**config.mk**
```make
export PLATFORM = sky130hd
export DESIGN_NAME = smi_mc_bridge
export DESIGN_NICKNAME = d
export VERILOG_FILES = /design/src/rtl/smi_mc_bridge.sv
export SDC_FILE = /design/constraint.sdc
export NUM_CORES = 1
export LEC_CHECK = 0
export ABC_AREA = 1
export BUFFER_PORTS_ARGS = -buffer_cell sky130_fd_sc_hd__buf_2
export CORE_MARGIN = 2
export CORE_UTILIZATION = 40
export CTS_CLUSTER_DIAMETER = 30
export CTS_CLUSTER_SIZE = 30
export DETAILED_ROUTE_END_ITERATION = 6
export GPL_TIMING_DRIVEN = 0
export PLACE_DENSITY = 0.67
export SYNTH_ARGS = -nofsm -noshare
export SYNTH_HDL_FRONTEND = slang
export SYNTH_SLANG_ARGS = --single-unit
```
**constraint.sdc**
```tcl
create_clock -name clk -period 1.95 [get_ports clk]
set_input_delay 0.2925 -clock clk [delete_from_list [all_inputs] [get_ports clk]]
set_output_delay 0.2925 -clock clk [all_outputs]
set_load 0.02 [all_outputs]
```
**src/rtl/smi_mc_bridge.sv**
```systemverilog
module smi_mc_bridge #(
  parameter int DW = 16,
  parameter int AW = 5
) (
  input  logic          clk,
  input  logic          rst_n,
  input  logic [AW-1:0] strap_addr,
  input  logic [AW-1:0] bus_addr,
  input  logic [AW-1:0] bus_reg,
  input  logic          bus_wr,
  input  logic          bus_rd,
  input  logic [DW-1:0] bus_wdata,
  output logic          bus_hit,
  output logic [DW-1:0] bus_rdata,
  output logic          bus_rvalid,
  output logic          int_req,
  output logic          int_we,
  output logic [AW-1:0] int_dev,
  output logic [AW-1:0] int_reg,
  output logic [DW-1:0] int_wdata,
  input  logic          int_ack,
  input  logic [DW-1:0] int_rdata
);

  localparam int BUSY_B = DW - 1;
  localparam int C22_B  = 12;
  localparam int OP_LO  = 10;
  localparam logic [1:0] OP_RD = 2'b10;
  localparam logic [1:0] OP_WR = 2'b01;
  localparam logic [AW-1:0] OFS_CMD = '0;
  localparam logic [AW-1:0] OFS_DAT = AW'(1);

  logic [BUSY_B-1:0] cmd_q;
  logic [DW-1:0]     data_q;
  logic              busy_q, direct_q;

  wire multi  = strap_addr != '0;
  assign bus_hit = !multi || (bus_addr == strap_addr);

  wire acc_wr = bus_wr && bus_hit;
  wire acc_rd = bus_rd && bus_hit;
  wire [1:0] op = bus_wdata[OP_LO+1:OP_LO];
  wire cmd_ok = bus_wdata[BUSY_B] && bus_wdata[C22_B] && (op == OP_RD || op == OP_WR);

  wire reg_wr    = multi && acc_wr && !busy_q;
  wire start_ind = reg_wr && bus_reg == OFS_CMD && cmd_ok;
  wire start_dir = !multi && (acc_wr || acc_rd) && !busy_q;
  wire done      = busy_q && int_ack;

  assign int_req = busy_q;

  always_ff @(posedge clk or negedge rst_n) begin
    if (!rst_n) begin
      cmd_q      <= '0;
      data_q     <= '0;
      busy_q     <= 1'b0;
      direct_q   <= 1'b0;
      int_we     <= 1'b0;
      int_dev    <= '0;
      int_reg    <= '0;
      int_wdata  <= '0;
      bus_rdata  <= '0;
      bus_rvalid <= 1'b0;
    end else begin
      bus_rvalid <= 1'b0;
      if (reg_wr && bus_reg == OFS_CMD) cmd_q  <= bus_wdata[BUSY_B-1:0];
      if (reg_wr && bus_reg == OFS_DAT) data_q <= bus_wdata;
      if (start_ind) begin
        busy_q    <= 1'b1;
        direct_q  <= 1'b0;
        int_we    <= op == OP_WR;
        int_dev   <= bus_wdata[2*AW-1:AW];
        int_reg   <= bus_wdata[AW-1:0];
        int_wdata <= data_q;
      end
      if (start_dir) begin
        busy_q    <= 1'b1;
        direct_q  <= 1'b1;
        int_we    <= bus_wr;
        int_dev   <= bus_addr;
        int_reg   <= bus_reg;
        int_wdata <= bus_wdata;
      end
      if (done) begin
        busy_q <= 1'b0;
        if (!int_we && direct_q) begin
          bus_rdata  <= int_rdata;
          bus_rvalid <= 1'b1;
        end
        if (!int_we && !direct_q) data_q <= int_rdata;
      end
      if (multi && acc_rd) begin
        bus_rvalid <= 1'b1;
        case (bus_reg)
          OFS_CMD: bus_rdata <= {busy_q, cmd_q};
          OFS_DAT: bus_rdata <= data_q;
          default: bus_rdata <= '0;
        endcase
      end
    end
  end

  AST_REQ_HOLD: assert property (@(posedge clk) disable iff (!rst_n)
    (int_req && !int_ack) |=> (int_req && $stable({int_dev, int_reg, int_we, int_wdata})));
  AST_ACK_DROP: assert property (@(posedge clk) disable iff (!rst_n)
    (int_req && int_ack) |=> !int_req);
  AST_START_CAUSE: assert property (@(posedge clk) disable iff (!rst_n)
    $rose(int_req) |-> $past((bus_wr || bus_rd) && bus_hit));
  AST_MC_CMD_ONLY: assert property (@(posedge clk) disable iff (!rst_n)
    (multi && $rose(int_req)) |-> $past(bus_wr && bus_reg == OFS_CMD));
  AST_DIRECT_RVALID: assert property (@(posedge clk) disable iff (!rst_n)
    (!multi && bus_rvalid) |-> $past(int_req && int_ack && !int_we));

endmodule

```
[Word-level counts from Yosys, hierarchy flattened]
Cells that the tools add are included.
Cells by class
  equal/unequal tests: 4
  mux-type cells: 23
  reductions and logical operators: 29
Operators with widths (count)
  two-way mux 16 bit: 8
  one-hot mux 16 bit (2 select lines): 1
  two-way mux 5 bit: 4
  logical AND 1 bit: 15
  two-way mux 1 bit: 10
  nonzero test 2 bit: 3
  == test 5 x 1 -> 1 bit (second input constant): 1
  == test 5 bit: 1
  zero test 5 bit: 1
  nonzero test 5 bit: 1
  zero test 1 bit: 4
  logical OR 1 bit: 3
  nonzero test 3 bit: 1
  == test 2 x 1 -> 1 bit (second input constant): 1
  == test 2 bit (second input constant): 1
  AND reduction 2 bit: 1
Storage, ports and cells
  register bits: 77
  word-level logic and storage cells: 66

[Depth between registers and ports, before layout]
  word-level depth: 11
  gate-level depth with buffers: 12
  gate-level depth less buffers: 10

[Least setup slack after synthesis]
OpenSTA, ideal clock, no wires.
  path kind: register to register
  from: reg busy_q, in the netlist int_req
  to: reg direct_q
  library setup time: 130 ps
  data arrival time: 1439 ps
  slack: 381 ps
  cell stages (with the launch flop): 9
  path buffers: 3
  period minus slack after synthesis: 1569 ps
  cells stage by stage: dfrtp_1 inv_1 o21ai_0 or2_1 buf_2 buf_6 buf_1 nand3_1 nand2_1
Between the ends
  word-level cells in the longest chain between the ends: 5
RTL lines
  from (decl): line 35  | logic busy_q, direct_q;
  from (signal assigned): line 56  | busy_q <= 1'b0;
  from (signal assigned): line 69  | busy_q <= 1'b1;
  from (signal assigned): line 77  | busy_q <= 1'b1;
  zero test 1 bit (*): line 45, 47
  logical AND 1 bit: line 45  | wire reg_wr = multi && acc_wr && !busy_q;
  logical AND 1 bit (2 in series): line 46  | wire start_ind = reg_wr && bus_reg == OFS_CMD && cmd_ok;
  nonzero test 2 bit (no source line)
  to (signal assigned): line 57  | direct_q <= 1'b0;
  to (signal assigned): line 70  | direct_q <= 1'b0;
  to (signal assigned): line 78  | direct_q <= 1'b1;
  to (decl): line 35
Mark *: on every way between the ends. The rest lies on a longest branch, timed or not.
A chain may end at the register's enable or synchronous reset.

[Worst setup path after layout]
  from: in strap_addr[0]
  to: out bus_hit
Between the ends
  word-level cells in the longest chain between the ends: 3
RTL lines
  from (decl): line 7  | input logic [AW-1:0] strap_addr,
  nonzero test 5 bit: line 37  | wire multi = strap_addr != '0;
  zero test 1 bit: line 38  | assign bus_hit = !multi || (bus_addr == strap_addr);
  logical OR 1 bit (*): line 38
  to (decl): line 13  | output logic bus_hit,
Marked as above.

==> implementation parameters <==
Parameter                              Value

Synth
  Synth warnings    0
  Sequential share of the synthesized area    a little under half
  Yosys top cell by area    sky130_fd_sc_hd__dfrtp_1
  Post-synthesis instance area    between 4000 and 5000 um^2
  Top cells by count, synth    sky130_fd_sc_hd__nand2_1, sky130_fd_sc_hd__nand3_1, sky130_fd_sc_hd__dfrtp_1
  Unique cell type count in the Yosys netlist    26
  Mean post-synth cell area    7.50 um^2
  EDFF count, synth    0
  FF+latch count, synth    77
  Top-count cell post-synth    sky130_fd_sc_hd__nand2_1
  Most instantiated flip-flop cell in the synthesis netlist    sky130_fd_sc_hd__dfrtp_1
  Proportion of netlist area held by the largest area contributor    a little under half
  Cells taking the most area after synthesis    sky130_fd_sc_hd__dfrtp_1, sky130_fd_sc_hd__nand2_1, sky130_fd_sc_hd__nand3_1
  Fraction of registers with async set or reset after synthesis    100%
  Syn nets    600
  Gate count after technology mapping    approximately 550

Route
  Number of vias in the routed layout    about 4000
  DRC viols    0
  Detail-routed via count per cell    around 5
  Final routed wirelength across all metal layers    roughly 11000 um
  First DRT Iteration DRCs    between 300 and 400
  First drt pass iteration count    5
  WL/cell    between 10 and 15 um
  Number of nets with antenna violations after routing    0

Outcome
  Outcome    finished clean

Critical path
  Type of the worst setup path    primary input to output port
  Crit path max fanout    10
  CP startpoint    strap_addr[0]
  Worst Setup Start Kind    primary input
  Reg2reg setup slack    around 240 ps
  Combined buffer and inverter count along the critical path    4
  Top cell family by delay on the critical path    buffers and inverters
  Worst Path Arrival    between 1000 and 1500 ps
  CP Capture Type    output port
  Library cell contributing the largest single delay on the critical path    sky130_fd_sc_hd__buf_2
  Worst setup endpoint    bus_hit
  Cells along the critical path    buf_2, nor2_1, nor2_1, nor2_1, nand3_1, nand2_1, buf_6, buf_2, buf_2
  WP data required    roughly 1700 ps
  Worst flop-to-flop path endpoint    int_we
  Maximum cell stage delay along the critical path    around 230 ps
  Total number of cells along the worst setup path    9
  Start of the worst register-to-register path    int_req
  Path depth of the worst reg2reg path    8

Power
  Power per cell area    about 1200 nW/um^2
  Maximum vdd drop    0.000610 V
  Total power after layout    between 0.005 and 0.006 W
  Lkg Pwr    around 2.8 nW

Timing
  Final worst slack    188 ps
  Worst hold slack    between 150 and 200 ps
  Setup_tns    0 ps
  Max Clock Skew    between 10 and 15 ps
  Achievable Freq    0.567 GHz
  Final number of setup-violating endpoints    0
  Setup repair after global routing missed its margin    false
  Final critical-path share of the clock period    approximately nine tenths
  Hold violation count in the final report    0
  Slew Limit Headroom    between 60 and 70%
  Worst-margin pin slew    approximately 510 ps
  Fin crit period    around 1800 ps
  Pins over their slew limit    0

Placement
  Post-DP HPWL    between 9000 and 10000 um
  Worst Setup Slack post-DPL    10.3 ps
  Final weighted congestion of routability-driven global placement    between 0.9 and 1
  Count of input and output buffers    97

Clock tree
  TritonCTS clock tree    built
  Post-CTS setup buffer count    0
  TritonCTS buffer count    9
  Post-CTS clock slew at the launch and capture registers of the worst setup and hold paths    about 80 ps
  Count of clock tree sinks    77
  H-tree depth    3
  Maximum clock path buffer count    2
  Worst-skew pair later-pin latency    around 350 ps
  Root buffer cell    sky130_fd_sc_hd__clkbuf_8

Floorplanning
  Row cnt    36
  Starting Density    between 40% and 50%
  Horizontal die dimension    between 100 and 150 um
  Area of the core region    roughly 9900 um^2
  Boundary Pins    98
  Die area    ~11000 um^2
  Y dimension of the die    105 um

Global route
  Remaining global-route overflow    0
  Vias in the first global route    3930
  Global-route wire length before repair    19100 um
  All-layer global routing usage    between 20% and 30%
  Number of antenna violations at the first check in global routing    0
  Maximum number of pins on one net before global-route repair    51

Final layout
  Nets@finish    710
  Registers with the highest flip-flop counts    bus_rdata x16, data_q x16, int_wdata x16
  Fraction of layout instances using a drive strength above 1    a little under a quarter
  Area grow syn2layout    22.5%
  Antenna diode instance count    0

Min path
  Hold path cells    3
  Path class of the lowest-slack min-delay path    primary input to flop

Run
  Maximum capacitance violations    0
==> per-stage QoR <==
stage / std cells / cell area, um^2 / util (%)
after floorplan: 547 / 4110 / -
after global placement: 777 / 4760 / 48.2
after global routing: 795 / 5030 / 51.0
after CTS: 795 / 5020 / 50.9
after detailed placement: 778 / 4790 / 48.5
final: 795 / 5030 / 51.0
==> cell usage in the layout (no fill, tap or decap), types with 3 or more instances in the layout <==
master                     instances
sky130_fd_sc_hd__a21oi_2           4
sky130_fd_sc_hd__buf_2           113
sky130_fd_sc_hd__buf_4             3
sky130_fd_sc_hd__buf_6             6
sky130_fd_sc_hd__clkbuf_1          9
sky130_fd_sc_hd__clkbuf_8         10
sky130_fd_sc_hd__dfrtp_1          77
sky130_fd_sc_hd__inv_1            48
sky130_fd_sc_hd__nand2_1         188
sky130_fd_sc_hd__nand3_1          80
sky130_fd_sc_hd__nand4_1          35
sky130_fd_sc_hd__nor2_1           10
sky130_fd_sc_hd__o21ai_0          28
sky130_fd_sc_hd__o21ai_1          26
==> cell type report <==
class / count / area [um^2]
plain buffers: 35 / 205
clock buffers: 11 / 141
clock inverters: 5 / 83.8
fillers: 995 / 4840
inverters: 52 / 195
multi-input cells: 383 / 1780
flip-flops and latches: 77 / 1930
well taps: 133 / 166
repair buffers: 99 / 526
==> kinds of logic (layout without fill, tap and decap cells) <==
family | after synthesis | count (layout) | synth area share, %
fa+ha+maj | 1 | 1 | 0.305
flops | 77 | 77 | 46.9
compound gates | 60 | 60 | 8.05
buf+inv | 87 | 202 | 9.75
xor+xnor | 1 | 1 | 0.213
simple gates | 321 | 321 | 34.7
==> worst register-to-register path, cell delays in order, from the launching register on <==
cell,delay (ps)
sky130_fd_sc_hd__dfrtp_1,400
sky130_fd_sc_hd__inv_1,150
sky130_fd_sc_hd__nand3_1,110
sky130_fd_sc_hd__inv_2,170
sky130_fd_sc_hd__nand4_1,230
sky130_fd_sc_hd__buf_2,250
sky130_fd_sc_hd__buf_6,150
sky130_fd_sc_hd__nand3_1,60
sky130_fd_sc_hd__nand2_1,70
==> what timing repair did <==
item,in CTS,in global routing
resized for setup,0,1
endpoints found under the hold margin,27,0
setup endpoints to repair,0,10
hold buffers,1,0
==> where the power goes <==
group | internal (W) | total, W | switching (W)
clock | 0.000759 | 0.00136 | 0.000605
combinational | 0.000715 | 0.00204 | 0.00132
sequential | 0.00210 | 0.00241 | 0.000311
total | 0.00357 | 0.00581 | 0.00224
==> how the worst min path moves through the flow <==
stage                     to           from  slack (ps)
4_1_cts           data_q[11]  int_rdata[11]         150
2_1_floorplan   bus_rdata[0]          rst_n          -3
6_report          data_q[11]  int_rdata[11]         160
3_3_place_gp   bus_rdata[11]  bus_rdata[11]         470
3_5_place_dp   int_wdata[11]          rst_n         240
5_1_grt            data_q[9]   int_rdata[9]         150
==> routing by layer <==
metal | GRT usage (%) | vias up | routed length, um
met1 | 29.8 | 1792 | 5390
li1 | - | 2012 | -
met3 | 4.64 | 12 | 740
met5 | 0 | - | 0
met4 | 5.81 | 0 | 124
met2 | 34.3 | 153 | 5240
Power figures use the tool's default switching activity.
